`config.mk`:
```
export PLATFORM = sky130hd
export DESIGN_NAME = exc_entry_seq
export DESIGN_NICKNAME = d
export VERILOG_FILES = /design/src/rtl/exc_seq_pkg.sv /design/src/rtl/exc_arbiter.sv /design/src/rtl/exc_target_sel.sv /design/src/rtl/exc_status_next.sv /design/src/rtl/exc_entry_seq.sv
export SDC_FILE = /design/constraint.sdc
export NUM_CORES = 1
export LEC_CHECK = 0
export ABC_CLOCK_PERIOD_IN_PS = 7600
export BUFFER_PORTS_ARGS = -buffer_cell sky130_fd_sc_hd__buf_2
export CORE_ASPECT_RATIO = 1.2
export CORE_MARGIN = 2
export CORE_UTILIZATION = 40
export DETAILED_ROUTE_END_ITERATION = 12
export GPL_TIMING_DRIVEN = 1
export HOLD_SLACK_MARGIN = 0.1
export PLACE_DENSITY_LB_ADDON = 0.25
export SYNTH_ARGS = -nofsm -noshare
export SYNTH_HDL_FRONTEND = slang
export SYNTH_SLANG_ARGS = --single-unit
```
`constraint.sdc`:
```
create_clock -name clk -period 7.6 [get_ports clk]
set_input_delay 0.38 -clock clk [delete_from_list [all_inputs] [get_ports clk]]
set_output_delay 0.38 -clock clk [all_outputs]
set_load 0.01 [all_outputs]
```
`src/rtl/exc_seq_pkg.sv`:
```
package exc_seq_pkg;

  typedef enum logic [1:0] {
    CAUSE_MMU   = 2'd0,
    CAUSE_IRQ   = 2'd1,
    CAUSE_SWBRK = 2'd2,
    CAUSE_HWBRK = 2'd3
  } cause_e;

  // status word bit positions; each saved copy sits one above its live bit
  localparam int MSR_IE  = 1;
  localparam int MSR_BIP = 3;
  localparam int MSR_EIP = 9;
  localparam int MSR_UM  = 11;
  localparam int MSR_UMS = 12;
  localparam int MSR_VM  = 13;
  localparam int MSR_VMS = 14;

  // exception status word fields
  localparam int ESR_CODE_W    = 5;
  localparam int ESR_STORE_BIT = 10;
  localparam int ESR_DSLOT_BIT = 12;

  localparam logic [1:0] ACC_STORE = 2'd1;
  localparam logic [1:0] ACC_FETCH = 2'd2;

endpackage

```
`src/rtl/exc_arbiter.sv`:
```
module exc_arbiter
  import exc_seq_pkg::*;
(
  input  logic   req_mmu,
  input  logic   req_hwbrk,
  input  logic   req_swbrk,
  input  logic   req_irq,
  input  logic   msr_ie,
  input  logic   msr_eip,
  input  logic   msr_bip,
  input  logic   dslot,
  output logic   accept,
  output cause_e cause,
  output logic   fatal
);

  logic irq_allowed;

  assign irq_allowed = req_irq & msr_ie & ~msr_eip & ~msr_bip & ~dslot;

  always_comb begin
    accept = 1'b0;
    cause  = CAUSE_MMU;
    fatal  = 1'b0;
    if (req_mmu) begin
      if (msr_eip) begin
        fatal = 1'b1;
      end else begin
        accept = 1'b1;
        cause  = CAUSE_MMU;
      end
    end else if (req_hwbrk) begin
      accept = 1'b1;
      cause  = CAUSE_HWBRK;
    end else if (req_swbrk) begin
      accept = 1'b1;
      cause  = CAUSE_SWBRK;
    end else if (irq_allowed) begin
      accept = 1'b1;
      cause  = CAUSE_IRQ;
    end
  end

endmodule

```
`src/rtl/exc_target_sel.sv`:
```
module exc_target_sel
  import exc_seq_pkg::*;
#(
  parameter int DATA_W     = 32,
  parameter int REG_IDX_W  = 5,
  parameter int INSN_BYTES = 4,
  parameter int VEC_MMU    = 'h20,
  parameter int VEC_IRQ    = 'h10,
  parameter int VEC_HWBRK  = 'h18,
  parameter int LINK_MMU   = 17,
  parameter int LINK_IRQ   = 14,
  parameter int LINK_HWBRK = 16
) (
  input  cause_e                cause,
  input  logic [DATA_W-1:0]     pc,
  input  logic [DATA_W-1:0]     btarget,
  input  logic                  dslot,
  input  logic                  imm,
  input  logic                  bimm,
  output logic [DATA_W-1:0]     new_pc,
  output logic                  link_we,
  output logic [REG_IDX_W-1:0]  link_idx,
  output logic [DATA_W-1:0]     link_data
);

  localparam logic [DATA_W-1:0] STEP1 = DATA_W'(INSN_BYTES);
  localparam logic [DATA_W-1:0] STEP2 = DATA_W'(2 * INSN_BYTES);

  logic [DATA_W-1:0] rewind;

  // how far back the return address must point so the interrupted
  // branch or prefix is re-executed
  always_comb begin
    if (dslot)     rewind = bimm ? STEP2 : STEP1;
    else if (imm)  rewind = STEP1;
    else           rewind = '0;
  end

  always_comb begin
    new_pc    = btarget;
    link_we   = 1'b0;
    link_idx  = '0;
    link_data = pc;
    unique case (cause)
      CAUSE_MMU: begin
        new_pc    = DATA_W'(VEC_MMU);
        link_we   = 1'b1;
        link_idx  = REG_IDX_W'(LINK_MMU);
        link_data = pc - rewind;
      end
      CAUSE_IRQ: begin
        new_pc   = DATA_W'(VEC_IRQ);
        link_we  = 1'b1;
        link_idx = REG_IDX_W'(LINK_IRQ);
      end
      CAUSE_HWBRK: begin
        new_pc   = DATA_W'(VEC_HWBRK);
        link_we  = 1'b1;
        link_idx = REG_IDX_W'(LINK_HWBRK);
      end
      default: begin
        new_pc  = btarget;
        link_we = 1'b0;
      end
    endcase
  end

endmodule

```
`src/rtl/exc_status_next.sv`:
```
module exc_status_next
  import exc_seq_pkg::*;
#(
  parameter int DATA_W = 32
) (
  input  cause_e            cause,
  input  logic [DATA_W-1:0] msr_q,
  input  logic [DATA_W-1:0] esr_q,
  input  logic [DATA_W-1:0] ear_q,
  input  logic [DATA_W-1:0] btr_q,
  input  logic              dslot,
  input  logic [DATA_W-1:0] btarget,
  input  logic [DATA_W-1:0] fault_addr,
  input  logic              fault_miss,
  input  logic [1:0]        fault_acc,
  output logic [DATA_W-1:0] msr_n,
  output logic [DATA_W-1:0] esr_n,
  output logic [DATA_W-1:0] ear_n,
  output logic [DATA_W-1:0] btr_n
);

  logic                  is_fetch;
  logic                  is_store;
  logic [ESR_CODE_W-1:0] fault_code;

  assign is_fetch   = (fault_acc == ACC_FETCH);
  assign is_store   = (fault_acc == ACC_STORE);
  // 16 protection, 18 missing translation, +1 for instruction fetch
  assign fault_code = {3'b100, fault_miss, is_fetch};

  always_comb begin
    msr_n = msr_q;
    esr_n = esr_q;
    ear_n = ear_q;
    btr_n = btr_q;

    msr_n[MSR_VMS] = msr_q[MSR_VM];
    msr_n[MSR_UMS] = msr_q[MSR_UM];
    msr_n[MSR_VM]  = 1'b0;
    msr_n[MSR_UM]  = 1'b0;

    unique case (cause)
      CAUSE_MMU: begin
        msr_n[MSR_EIP]       = 1'b1;
        esr_n                = '0;
        esr_n[ESR_CODE_W-1:0] = fault_code;
        esr_n[ESR_STORE_BIT] = is_store;
        esr_n[ESR_DSLOT_BIT] = dslot;
        ear_n                = fault_addr;
        if (dslot) btr_n = btarget;
      end
      CAUSE_IRQ: begin
        msr_n[MSR_IE] = 1'b0;
      end
      default: begin
        msr_n[MSR_BIP] = 1'b1;
      end
    endcase
  end

endmodule

```
`src/rtl/exc_entry_seq.sv`:
```
module exc_entry_seq
  import exc_seq_pkg::*;
#(
  parameter int DATA_W     = 32,
  parameter int REG_IDX_W  = 5,
  parameter int INSN_BYTES = 4,
  parameter int VEC_MMU    = 'h20,
  parameter int VEC_IRQ    = 'h10,
  parameter int VEC_HWBRK  = 'h18,
  parameter int LINK_MMU   = 17,
  parameter int LINK_IRQ   = 14,
  parameter int LINK_HWBRK = 16
) (
  input  logic                 clk,
  input  logic                 rst_n,
  input  logic                 req_mmu_i,
  input  logic                 req_hwbrk_i,
  input  logic                 req_swbrk_i,
  input  logic                 req_irq_i,
  input  logic [DATA_W-1:0]    pc_i,
  input  logic [DATA_W-1:0]    btarget_i,
  input  logic                 dslot_i,
  input  logic                 imm_i,
  input  logic                 bimm_i,
  input  logic [DATA_W-1:0]    fault_addr_i,
  input  logic                 fault_miss_i,
  input  logic [1:0]           fault_acc_i,
  input  logic                 msr_wr_en_i,
  input  logic [DATA_W-1:0]    msr_wr_data_i,
  output logic                 take_o,
  output logic [1:0]           cause_o,
  output logic [DATA_W-1:0]    pc_o,
  output logic                 link_we_o,
  output logic [REG_IDX_W-1:0] link_idx_o,
  output logic [DATA_W-1:0]    link_data_o,
  output logic                 clr_iflags_o,
  output logic [DATA_W-1:0]    msr_o,
  output logic [DATA_W-1:0]    esr_o,
  output logic [DATA_W-1:0]    ear_o,
  output logic [DATA_W-1:0]    btr_o,
  output logic                 fatal_o
);

  // architectural state
  logic [DATA_W-1:0]    msr_q, msr_d;
  logic [DATA_W-1:0]    esr_q, esr_d;
  logic [DATA_W-1:0]    ear_q, ear_d;
  logic [DATA_W-1:0]    btr_q, btr_d;
  // entry result, valid for one cycle after accept
  logic                 take_q, take_d;
  logic [1:0]           cause_q, cause_d;
  logic [DATA_W-1:0]    pc_q, pc_d;
  logic                 lwe_q, lwe_d;
  logic [REG_IDX_W-1:0] lidx_q, lidx_d;
  logic [DATA_W-1:0]    ldat_q, ldat_d;
  logic                 clr_q, clr_d;
  logic                 fatal_q, fatal_d;

  logic                 accept;
  cause_e               cause;
  logic                 fatal;
  logic [DATA_W-1:0]    tgt_pc;
  logic                 tgt_lwe;
  logic [REG_IDX_W-1:0] tgt_lidx;
  logic [DATA_W-1:0]    tgt_ldat;
  logic [DATA_W-1:0]    st_msr, st_esr, st_ear, st_btr;

  exc_arbiter u_arb (
    .req_mmu   (req_mmu_i),
    .req_hwbrk (req_hwbrk_i),
    .req_swbrk (req_swbrk_i),
    .req_irq   (req_irq_i),
    .msr_ie    (msr_q[MSR_IE]),
    .msr_eip   (msr_q[MSR_EIP]),
    .msr_bip   (msr_q[MSR_BIP]),
    .dslot     (dslot_i),
    .accept    (accept),
    .cause     (cause),
    .fatal     (fatal)
  );

  exc_target_sel #(
    .DATA_W     (DATA_W),
    .REG_IDX_W  (REG_IDX_W),
    .INSN_BYTES (INSN_BYTES),
    .VEC_MMU    (VEC_MMU),
    .VEC_IRQ    (VEC_IRQ),
    .VEC_HWBRK  (VEC_HWBRK),
    .LINK_MMU   (LINK_MMU),
    .LINK_IRQ   (LINK_IRQ),
    .LINK_HWBRK (LINK_HWBRK)
  ) u_tgt (
    .cause     (cause),
    .pc        (pc_i),
    .btarget   (btarget_i),
    .dslot     (dslot_i),
    .imm       (imm_i),
    .bimm      (bimm_i),
    .new_pc    (tgt_pc),
    .link_we   (tgt_lwe),
    .link_idx  (tgt_lidx),
    .link_data (tgt_ldat)
  );

  exc_status_next #(
    .DATA_W (DATA_W)
  ) u_st (
    .cause      (cause),
    .msr_q      (msr_q),
    .esr_q      (esr_q),
    .ear_q      (ear_q),
    .btr_q      (btr_q),
    .dslot      (dslot_i),
    .btarget    (btarget_i),
    .fault_addr (fault_addr_i),
    .fault_miss (fault_miss_i),
    .fault_acc  (fault_acc_i),
    .msr_n      (st_msr),
    .esr_n      (st_esr),
    .ear_n      (st_ear),
    .btr_n      (st_btr)
  );

  // next-state
  always_comb begin
    msr_d   = msr_q;
    esr_d   = esr_q;
    ear_d   = ear_q;
    btr_d   = btr_q;
    cause_d = cause_q;
    pc_d    = pc_q;
    lidx_d  = lidx_q;
    ldat_d  = ldat_q;
    take_d  = accept;
    lwe_d   = accept & tgt_lwe;
    clr_d   = accept & (cause == CAUSE_MMU);
    fatal_d = fatal;
    if (accept) begin
      msr_d   = st_msr;
      esr_d   = st_esr;
      ear_d   = st_ear;
      btr_d   = st_btr;
      cause_d = cause;
      pc_d    = tgt_pc;
      lidx_d  = tgt_lidx;
      ldat_d  = tgt_ldat;
    end else if (msr_wr_en_i) begin
      msr_d = msr_wr_data_i;
    end
  end

  // registers
  always_ff @(posedge clk or negedge rst_n) begin
    if (!rst_n) begin
      msr_q   <= '0;
      esr_q   <= '0;
      ear_q   <= '0;
      btr_q   <= '0;
      take_q  <= 1'b0;
      cause_q <= '0;
      pc_q    <= '0;
      lwe_q   <= 1'b0;
      lidx_q  <= '0;
      ldat_q  <= '0;
      clr_q   <= 1'b0;
      fatal_q <= 1'b0;
    end else begin
      msr_q   <= msr_d;
      esr_q   <= esr_d;
      ear_q   <= ear_d;
      btr_q   <= btr_d;
      take_q  <= take_d;
      cause_q <= cause_d;
      pc_q    <= pc_d;
      lwe_q   <= lwe_d;
      lidx_q  <= lidx_d;
      ldat_q  <= ldat_d;
      clr_q   <= clr_d;
      fatal_q <= fatal_d;
    end
  end

  assign take_o       = take_q;
  assign cause_o      = cause_q;
  assign pc_o         = pc_q;
  assign link_we_o    = lwe_q;
  assign link_idx_o   = lidx_q;
  assign link_data_o  = ldat_q;
  assign clr_iflags_o = clr_q;
  assign msr_o        = msr_q;
  assign esr_o        = esr_q;
  assign ear_o        = ear_q;
  assign btr_o        = btr_q;
  assign fatal_o      = fatal_q;

endmodule

```
==> results of run 1 <==
metal layers:
metal	part of all wire, %	GRT usage, %	wire, um	up-vias
met3	8.1	6.47	1580	19
met1	38	22.1	7480	2754
met5	0	0	0	-
met4	1.4	5.85	272	0
li1	-	-	-	2745
met2	52	34.3	10200	205
layout by cell type, fill, tap and decap left out, types with 4 or more instances in the layout:
| master | n |
|---|---|
| buf_4 | 5 |
| o21ai_1 | 5 |
| nand2_1 | 113 |
| bufinv_16 | 5 |
| nand3_1 | 35 |
| ha_1 | 7 |
| nand4_1 | 8 |
| nor3_1 | 7 |
| clkbuf_16 | 17 |
| mux2i_1 | 8 |
| buf_2 | 315 |
| inv_1 | 8 |
| nand2b_1 | 4 |
| nor4_1 | 8 |
| o21ai_0 | 31 |
| or4_1 | 4 |
| nor2_1 | 19 |
| conb_1 | 27 |
| xor2_1 | 18 |
| mux2_2 | 92 |
| xnor2_1 | 7 |
| dfrtp_1 | 174 |
final timing paths:
path,to,slack [ps]
worst max register to register,link_data_o[25],4330
worst min register to register,pc_o[9],460
worst max-delay path,link_data_o[25],4330
max in group asynchronous,ear_o[22],6050
min in group clk,link_data_o[1],160
worst min-delay path,btr_o[28],60
state kept, by name (all words and copies together), names as in the netlist:
| register | flops |
|---|---|
| ear_o | 32 |
| esr_o | 5 |
| link_idx_o | 3 |
| take_o | 1 |
| msr_o | 32 |
| clr_iflags_o | 1 |
| link_we_o | 1 |
| pc_o | 32 |
| link_data_o | 32 |
| cause_o | 2 |
| fatal_o | 1 |
| btr_o | 32 |
cell usage after synthesis, drive strengths merged (4+ instances only):
cell    number
nor3         9
nand4        8
ha           7
o21ai       36
mux2i        8
nand2      114
nand2b       4
clkbuf      26
inv          8
buf         39
xor2        18
mux2        92
nor2        19
or3          4
nor4         9
or4          4
xnor2        7
dfrtp      174
nand3       36
metrics by stage:
stage,cells,utilization (%)
after floorplan,675,-
after global placement,1182,50.1
after detailed placement,1182,50.1
after CTS,1213,53.7
after global routing,1213,53.7
final,1214,53.7
kinds of logic (layout without fill, tap and decap cells):
kind of cell	after synthesis	count (layout)	share of synthesized area [%]
AOI/OAI and AO/OA	50	50	3.76
xor gates and xnor gates	25	25	2.91
adders and majority gates	8	8	1.43
buffers and inverters	75	361	5.54
DFF	174	174	57.9
muxes	100	100	14.8
other	1	28	0.0499
and+or+nand+nor	216	216	13.5
cell type report:
| class | instances | share of cell area, % |
|---|---|---|
| antenna | 1 | 0.0254 |
| tap | 252 | 3.21 |
| multi-input combinational | 426 | 29.0 |
| sequential | 174 | 44.3 |
| timing repair buffer | 321 | 16.5 |
| clock inverter | 14 | 2.31 |
| inverter | 9 | 0.343 |
| clock buffer | 17 | 4.32 |
power by group through the flow:
| stage | Combinational (uW) | Clock (uW) | Sequential, uW |
|---|---|---|---|
| after floorplan | 284 | 0 | 1350 |
| after global placement | 714 | 0 | 1240 |
| after detailed placement | 725 | 0 | 1250 |
| after CTS | 725 | 993 | 1230 |
| after global routing | 780 | 1030 | 1260 |
| final | 711 | 962 | 1230 |
==> results.md, run 1 <==
* Clk root buf: clkbuf_16
* Nets at roughly 1100
* # setup viols final at 0
* Tcrit/Tclk final at 43.1%
* First-pass GRT wire length at between 20 and 30 mm
* Initial antenna violation count at 1
* Dpl hpwl at roughly 15 mm
* Arrival time worst endpoint at between 3000 and 4000 ps
* Hold-fix buffers, CTS at 0
* Std-Cell Rows at 54
* Cells on worst reg2reg path at 9
* Max Fclk at between 0.3 and 0.4 GHz
* Tmin final at roughly 3300 ps
* Initial DRC count at approximately 260
* Vias at roughly 5700
* Synth Register Bits at between 150 and 200
* Post-route setup TNS at 0 ps
* Largest net degree at the start of global routing at 106
* Post-synthesis sequential area ratio at slightly below 60%
* Longest Clk Path Bufs at 2
* GPL Wtd Cong at just over 0.8
* Crit path max-delay cell type: nor4_1
* Vias in the first global route at about 5500
* Die area at 19900 um2
* Post-Layout Inst Area at 9840 um2
* GRT Total Usage at between 15 and 20%
* Fill cells at between 1500 and 2000
* Hold Vio Cnt, Final at 0
* # Max-Cap Violations at 0
* Area of the multi-input gates at 2850 um2
* Initial Util at between 40% and 50%
* Post-route ant nets at 0
* Worst vdd ir at ~150 uV
* Internal at about 2000 uW
* Psw at 860 uW
* Register share of total power at 42.4%
* Synthesized area per cell at ~12 um2
* Worst-path clk slew at roughly 70 ps
* Final WS setup at between 4000 and 5000 ps
* Combinational share of power at between 20% and 30%
* Top post-synthesis cells by area: dfrtp_1, mux2_2, nand2_1, buf_4, nand3_1
* Core Box Area at between 15000 and 20000 um2
* Pre-CTS setup slack at between 4000 and 5000 ps
* Die Ht at 154 um
* Share of layout cells above drive strength 1 at 47.1%
* Synthesized cell area at between 7000 and 8000 um2
* RR Startpoint: msr_o[1]
* Drt total wl at roughly 20 mm
* Dpl cell area at 9180 um2
* Synth warn at 0
* H-tree depth at 4
* Count of cell types in the netlist at 48
* CP Depth at 9
* Crit path max fanout at 10
* Routed vias/inst at 4.71
* Top delay family on crit path: simple AND/OR/NAND/NOR gates
* Post-synth top area cell: dfrtp_1
* Wire length per cell at about 16 um
* Data required time of the worst path at ~7900 ps
* GRT overflow at 0
* Max Clock Skew at 8.33 ps
* PostCTS Resize Cnt at 0
* Worst path cell trace: nand3b_1 -> nor4_1 -> o21bai_1 -> ha_1 -> or3b_1 -> nor4_1 -> nand3_4 -> or4_1 -> a31oi_1
* Unrepaired setup endpoints after global routing: false
* Top cell type's share of synthesized area at just under 60%
* CP startpoint: msr_o[1]
* Slew Limit Fails at 0
* DIE WIDTH at ~130 um
* Primary FF master, synth: dfrtp_1
* Worst Tran Pin Value at 952 ps
* CTS tree: done
* Area Overhead vs Synth at 30.9%
* Power, Total at around 2900 uW
* I/O pins at about 340
* Setup crit start kind: flip-flop
* CP Buf/Inv Count at 0
* Clock latency on the worst-skew pair at 420 ps
* Cts bufs inserted at 17
* 1st-pass router iterations at 4
* WS Path Type: reg2reg
* Hold Crit Class: in2async
* Slowest stage delay, CP at around 600 ps
* Ys async rst share at 100%
* Port bufs at between 300 and 400
* CP most frequent cell: nor4_1
* FF+latch area at ~4400 um2
* Clock sink count at around 170
* DR DRC count at 0
* Outcome: finished clean
* Post-synthesis cell count at about 650
* LEAKAGE at about 0.0049 uW
* Clock group share of total power at around a third
* EDFF count, synth at 0
* Worst rel slew slack at ~37%
* Crit end category: flip-flop
* Post-CTS Repair Setup Buffers at 0
* Sw frac at between 20 and 30%
* Pwr Density at approximately 300 nW/um2
* Min Hold Slack at around 60 ps
Note: power is estimated with default switching activity, not from simulation.
==> run 2, diff against run 1 <==
--- a/config.mk
+++ b/config.mk
@@ -5,7 +5,8 @@
 export SDC_FILE = /design/constraint.sdc
 export NUM_CORES = 1
 export LEC_CHECK = 0
-export ABC_CLOCK_PERIOD_IN_PS = 7600
+export ABC_AREA = 1
+export ABC_CLOCK_PERIOD_IN_PS = 2750
 export BUFFER_PORTS_ARGS = -buffer_cell sky130_fd_sc_hd__buf_2
 export CORE_ASPECT_RATIO = 1.2
 export CORE_MARGIN = 2
==> constraint.sdc (replaced) <==
create_clock -name clk -period 2.75 [get_ports clk]
set_input_delay 0.1375 -clock clk [delete_from_list [all_inputs] [get_ports clk]]
set_output_delay 0.1375 -clock clk [all_outputs]
set_load 0.01 [all_outputs]
==> run 2 against run 1 <==
Final cell count is 39% higher. Synthesized cell count is 50% higher. Register-to-register slack worse by 3900 ps. Clock skew is 1.2 ps lower. Critical path depth is 1 higher. Sequential share of layout area is 6.6 points lower. Via count is 36% higher. Clock power grew to 2.5 times the previous value. Non-clock buffer count is 142 higher. Critical path type is now in2reg.
==> results.md, run 2 <==
* Outcome: finished clean
* Area Overhead vs Synth at 46.6%
* Port bufs at 316
* Vias in the first global route at between 7000 and 8000
* Largest net degree at the start of global routing at 116
* Wire length per cell at ~14 um
* Share of layout cells above drive strength 1 at a little over a quarter
* RR Startpoint: msr_o[3]
* Post-synthesis mux area share at 0%
* Routed vias/inst at around 4.6
* # setup viols final at 0
* Arrival time worst endpoint at roughly 2700 ps
* Clock sink count at 174
* GR Layer Usage met3 at 5.03%
* Die Ht at ~160 um
* Post-route ant nets at 0
* Synth warn at 0
* Initial antenna violation count at 1
* Most frequent cells in the layout: nand2_1, buf_2, dfrtp_1
* Pwr Density at 683 nW/um2
* Post-synthesis sequential area ratio at between 50% and 60%
* Initial Util at 40.5%
* Top post-synthesis cells by area: dfrtp_1, nand2_1, nand3_1, buf_4, o21ai_0
* Hold endpoint: link_data_o[9]
* Post-synthesis compound-gate area fraction at under 10%
* Top cell type's share of synthesized area at around 55%
* Die area at approximately 21000 um2
* Tmin final at 2370 ps
* Std-Cell Rows at between 50 and 60
* Synth Register Bits at around 170
* Hold Vio Cnt, Final at 0
* Post-route setup TNS at 0 ps
* Post-synth top area cell: dfrtp_1
* Clk root buf: clkbuf_16
* GPL Wtd Cong at 0.878
* XOR/XNOR Fraction of Synth Area at less than 1%
* Unrepaired setup endpoints after global routing: false
* DIE WIDTH at 132 um
* Clock latency on the worst-skew pair at just over 400 ps
* Hold Path Stages at 4
* Final design utilization at approximately 59%
* First-pass GRT wire length at 37.9 mm
* Worst Tran Pin Value at a little under 900 ps
* Dpl cell area at roughly 9600 um2
* EDFF count, synth at 0
* # Max-Cap Violations at 0
* Max Clock Skew at 7.17 ps
* H-tree depth at 4
* Synth Area in Adders at 1.36%
* GRT Total Usage at 22.7%
* 1st-pass router iterations at 5
* Data required time of the worst path at 3090 ps
* Vias at around 7800
* Max Fclk at 0.422 GHz
* Inst Count DP at between 1500 and 2000
* Setup crit start kind: input port
* Final cell count without fillers at between 1500 and 2000
* Synthesized cell area at 7890 um2
* Worst vdd ir at between 400 and 500 uV
* Longest Clk Path Bufs at 2
* Initial DRC count at 376
* FF-to-FF setup slack at approximately 400 ps
* Count of cell types in the netlist at 26
* Commonest non-fill, non-tap cell in the layout: nand2_1
* Post-synthesis cell count at a little under 1000
* DR DRC count at 0
* Tcrit/Tclk final at a little under nine tenths
* Hold Crit Class: in2reg
* Count leader, synth: nand2_1
* Largest family of logic cells by synthesized area: simple AND/OR/NAND/NOR gates
* Synthesized area per cell at about 8.1 um2
* Ys async rst share at 100%
* I/O pins at roughly 340
* Power, Total at 7900 uW
* WS Path Type: in2reg
* Crit path max fanout at approximately 120
* Post-Layout Inst Area at approximately 12000 um2
* LEAKAGE at 0.00633 uW
* Dpl hpwl at 16.3 mm
* Worst rel slew slack at 41.3%
* Most common library cells after synthesis: nand2_1, dfrtp_1, nand3_1
* Drt total wl at about 24 mm
* Met2 usage at 40.7%
* Nets at 1558
* Primary FF master, synth: dfrtp_1
* Cts bufs inserted at 17
* Cells on worst reg2reg path at 9
* Simple-gate share of the synthesized area at between 30% and 40%
* Reg-to-Reg End: msr_o[9]
* GRT busiest layer: met2
* Crit end category: flip-flop
* GRT overflow at 0
* Core Box Area at 19500 um2
* CTS tree: done
* Grt met1 use at between 20% and 30%
* Slew Limit Fails at 0
* Worst-path clk slew at about 70 ps
* Hold Startpoint: pc_i[9]
run 2: worst max-delay path, stage by stage:
cell and delay (ps):
dlygate4sd3_1 540, buf_2 150, nor3_1 330, nand2_1 150
nand2_4 120, buf_12 380, nand2_1 200, clkinvlp_4 440
nand2_1 90, nand3_1 110
run 2: through the flow:
step                      worst slack [ps]  hold slack, ps
final                                  383             140
after global routing                   131             159
after CTS                             67.7             106
after detailed placement              88.8             137
after global placement                 137             137
after floorplan                        715            -158
run 2: what timing repair did:
action                                  CTS  global route
hold buffers                            133             0
endpoints found under the setup margin    0            55
gates resized for setup                   0             1
hold endpoints to repair                214             0
setup buffers                             0             0
run 2: worst max-delay path by stage:
stage	startpoint	end	slack [ps]	cells after the start
CTS	msr_o[1]	ear_o[8]	70	12
detailed placement	msr_o[1]	ear_o[8]	90	12
floorplan	msr_o[9]	link_data_o[15]	720	11
global placement	msr_o[1]	ear_o[22]	140	12
finish	req_mmu_i	msr_o[9]	380	10
global route	msr_o[3]	msr_o[9]	130	9
run 2: metal layers:
layer  up-vias  wire length (um)
li1       3855                 -
met1      3617              9820
met2       277             12500
met3        45              1360
met4         0               663
met5         -                 0
run 2: area by class of cell:
type	count	area, um2
inverter	50	191
antenna	1	2.50
fill	1804	7920
timing repair buffer	463	3100
tap	261	327
multi-input combinational	703	3000
clock inverter	14	151
sequential	174	4350
clock buffer	18	439
run 2: cell families (layout without fill, tap and decap cells):
logic type | Yosys count | in the layout
xor+xnor | 8 | 8
other cells | 1 | 28
simple gates | 602 | 603
buf+inv | 125 | 545
flops | 174 | 174
fa+ha+maj | 8 | 8
compound gates | 57 | 57
run 2: power breakdown:
part | internal, uW | total, uW | leakage [uW] | switching [uW]
clock network | 1310 | 2420 | 0.000282 | 1110
registers | 3090 | 3370 | 0.00217 | 287
logic | 864 | 2110 | 0.00388 | 1240
total | 5260 | 7900 | 0.00633 | 2640
==> run 3, diff against run 2 <==
--- a/config.mk
+++ b/config.mk
@@ -10,7 +10,7 @@
 export BUFFER_PORTS_ARGS = -buffer_cell sky130_fd_sc_hd__buf_2
 export CORE_ASPECT_RATIO = 1.2
 export CORE_MARGIN = 2
-export CORE_UTILIZATION = 40
+export CORE_UTILIZATION = 43
 export DETAILED_ROUTE_END_ITERATION = 12
 export GPL_TIMING_DRIVEN = 1
 export HOLD_SLACK_MARGIN = 0.1
@@ -18,3 +18,4 @@
 export SYNTH_ARGS = -nofsm -noshare
 export SYNTH_HDL_FRONTEND = slang
 export SYNTH_SLANG_ARGS = --single-unit
+export TNS_END_PERCENT = 5
==> run 3 against run 2 <==
Global-route usage rose by 2.5 points. Clock skew rose by 3.2 ps. First-iteration DRC count rose by 4.5%. Worst setup slack got worse by 120 ps. Utilization rose by 4.0 points.
==> results.md, run 3 (same netlist as run 2, synthesis figures left out) <==
* Outcome: finished clean
* Drt total wl at between 20 and 25 mm
* CP Depth at 11
* Largest net degree at the start of global routing at between 70 and 80
* Internal at 5170 uW
* Most frequent cells in the layout: nand2_1, buf_2, dfrtp_1
* Setup crit start kind: flip-flop
* Area Overhead vs Synth at 45.4%
* Post-route setup TNS at 0 ps
* Combinational share of power at 26.8%
* Worst Tran Pin Value at slightly above 1000 ps
* 1st-pass router iterations at 7
* Register share of total power at 42.9%
* Slowest stage delay, CP at ~550 ps
* Hold Startpoint: pc_i[28]
* DIE WIDTH at approximately 130 um
* Tmin final at 2490 ps
* CTS tree: done
* Power, Total at 7850 uW
* Sw frac at 34.1%
* Vias in the first global route at 7742
* LEAKAGE at roughly 0.0063 uW
* FF+latch area at between 4000 and 5000 um2
* Worst path cell trace: nor3_1 -> nand2_1 -> o21bai_1 -> nand2_1 -> ha_1 -> buf_4 -> nand3_1 -> nor2_1 -> xnor2_1 -> dlygate4sd3_1 -> o21ai_0
* DR DRC count at 0
* Commonest non-fill, non-tap cell in the layout: nand2_1
* Port bufs at between 300 and 400
* GPL Wtd Cong at approximately 0.87
* Min Hold Slack at about 120 ps
* Crit path max-delay cell type: dlygate4sd3_1
* I/O pins at roughly 340
* Die Ht at between 150 and 200 um
* Longest Clk Path Bufs at 2
* Hold Vio Cnt, Final at 0
* CP startpoint: msr_o[9]
* Cts bufs inserted at 17
* Top delay family on crit path: buffers and inverters
* GRT overflow at 0
* Clk root buf: clkbuf_16
* Cells on worst reg2reg path at 11
* Crit end category: flip-flop
* Worst-path clk slew at around 70 ps
* CP most frequent cell: nand2_1
* Data required time of the worst path at between 3000 and 4000 ps
* Max Clock Skew at 10.3 ps
* PostCTS Resize Cnt at 0
* RR Startpoint: msr_o[9]
* Crit path max fanout at 11
* Arrival time worst endpoint at ~2800 ps
* Core Box Area at roughly 18000 um2
* Initial DRC count at between 300 and 400
* # Max-Cap Violations at 0
* Pwr Density at 684 nW/um2
* Hold Path Stages at 4
* Post-route ant nets at 0
* Nets at roughly 1600
* Wire length per cell at roughly 15 um
* CP Buf/Inv Count at 2
* Fill cells at ~1600
* # setup viols final at 0
* Tcrit/Tclk final at between 90 and 100%
* Final design utilization at 63.4%
* Post-CTS Repair Setup Buffers at 0
* H-tree depth at 4
* Clock latency on the worst-skew pair at ~430 ps
* Clock group share of total power at 30.3%
* Final cell count without fillers at approximately 1600
* WS Path Type: reg2reg
* Routed vias/inst at 4.75
* Slew Limit Fails at 0
* Vias at 7825
* First-pass GRT wire length at ~39 mm
* Initial Util at 43.6%
* Hold Crit Class: in2reg
* Share of layout cells above drive strength 1 at a little over a quarter
* Dpl hpwl at approximately 16 mm
* Inst Count DP at about 1500
* Psw at 2680 uW
* GRT Total Usage at between 20 and 30%
* Unrepaired setup endpoints after global routing: false
* Worst vdd ir at about 450 uV
* Initial antenna violation count at 2
* Worst rel slew slack at a little under a third
* Max Fclk at 0.402 GHz
* Die area at about 19000 um2
* Area of the multi-input gates at roughly 3000 um2
* Std-Cell Rows at 54
* Clock sink count at about 170
## run 3: layout make-up
cell class,count,share of cell area (%)
clock buffer,18,3.83
clock inverter,14,1.25
timing repair buffer,464,26.8
multi-input combinational,703,26.1
tap,224,2.44
inverter,50,1.64
sequential,174,37.9
antenna,1,0.0218
## run 3: timing repair
action | CTS | global route
hold buffers | 133 | 0
hold endpoints to repair | 234 | 0
setup endpoints to repair | 12 | 67
pin swaps | 1 | 1
gates cloned | 0 | 1
## run 3: metrics by stage
stage / cell area [um2] / worst slack (ps)
global route: 11500 / 29.4
detailed placement: 9550 / 12.0
CTS: 11500 / 4.03
finish: 11500 / 262
global placement: 9550 / 100
floorplan: 7990 / 715
## run 3: final timing paths
| kind | end | slack (ps) |
|---|---|---|
| max in group asynchronous | link_data_o[2] | 1670 |
| hold / removal | link_data_o[28] | 120 |
| setup reg to reg | link_data_o[6] | 260 |
| min in group asynchronous | link_data_o[13] | 300 |
| setup / recovery | link_data_o[6] | 260 |
| hold reg to reg | btr_o[5] | 460 |
## run 3: power groups by stage
stage	clock network, uW	logic (uW)	registers [uW]
final	2380	2100	3370
after global routing	2560	2320	3430
after CTS	2440	2100	3360
after detailed placement	0	1950	3400
after global placement	0	1920	3390
after floorplan	0	760	3660
## run 3: routing by layer
layer  global-route usage, %  wire length (um)  vias to the layer above  share of wire, %
met2                    44.0             12500                      286                51
met5                       0                13                        -             0.053
met3                    5.97              1530                       64               6.2
li1                        -                 -                     3844                 -
met4                    11.4               904                        2               3.7
met1                    29.3              9770                     3629                40
## run 3: tightest hold or removal path: stages
cell	delay [ps]
buf_2	110
nand4_1	90
nand3_1	110
nand2_1	60
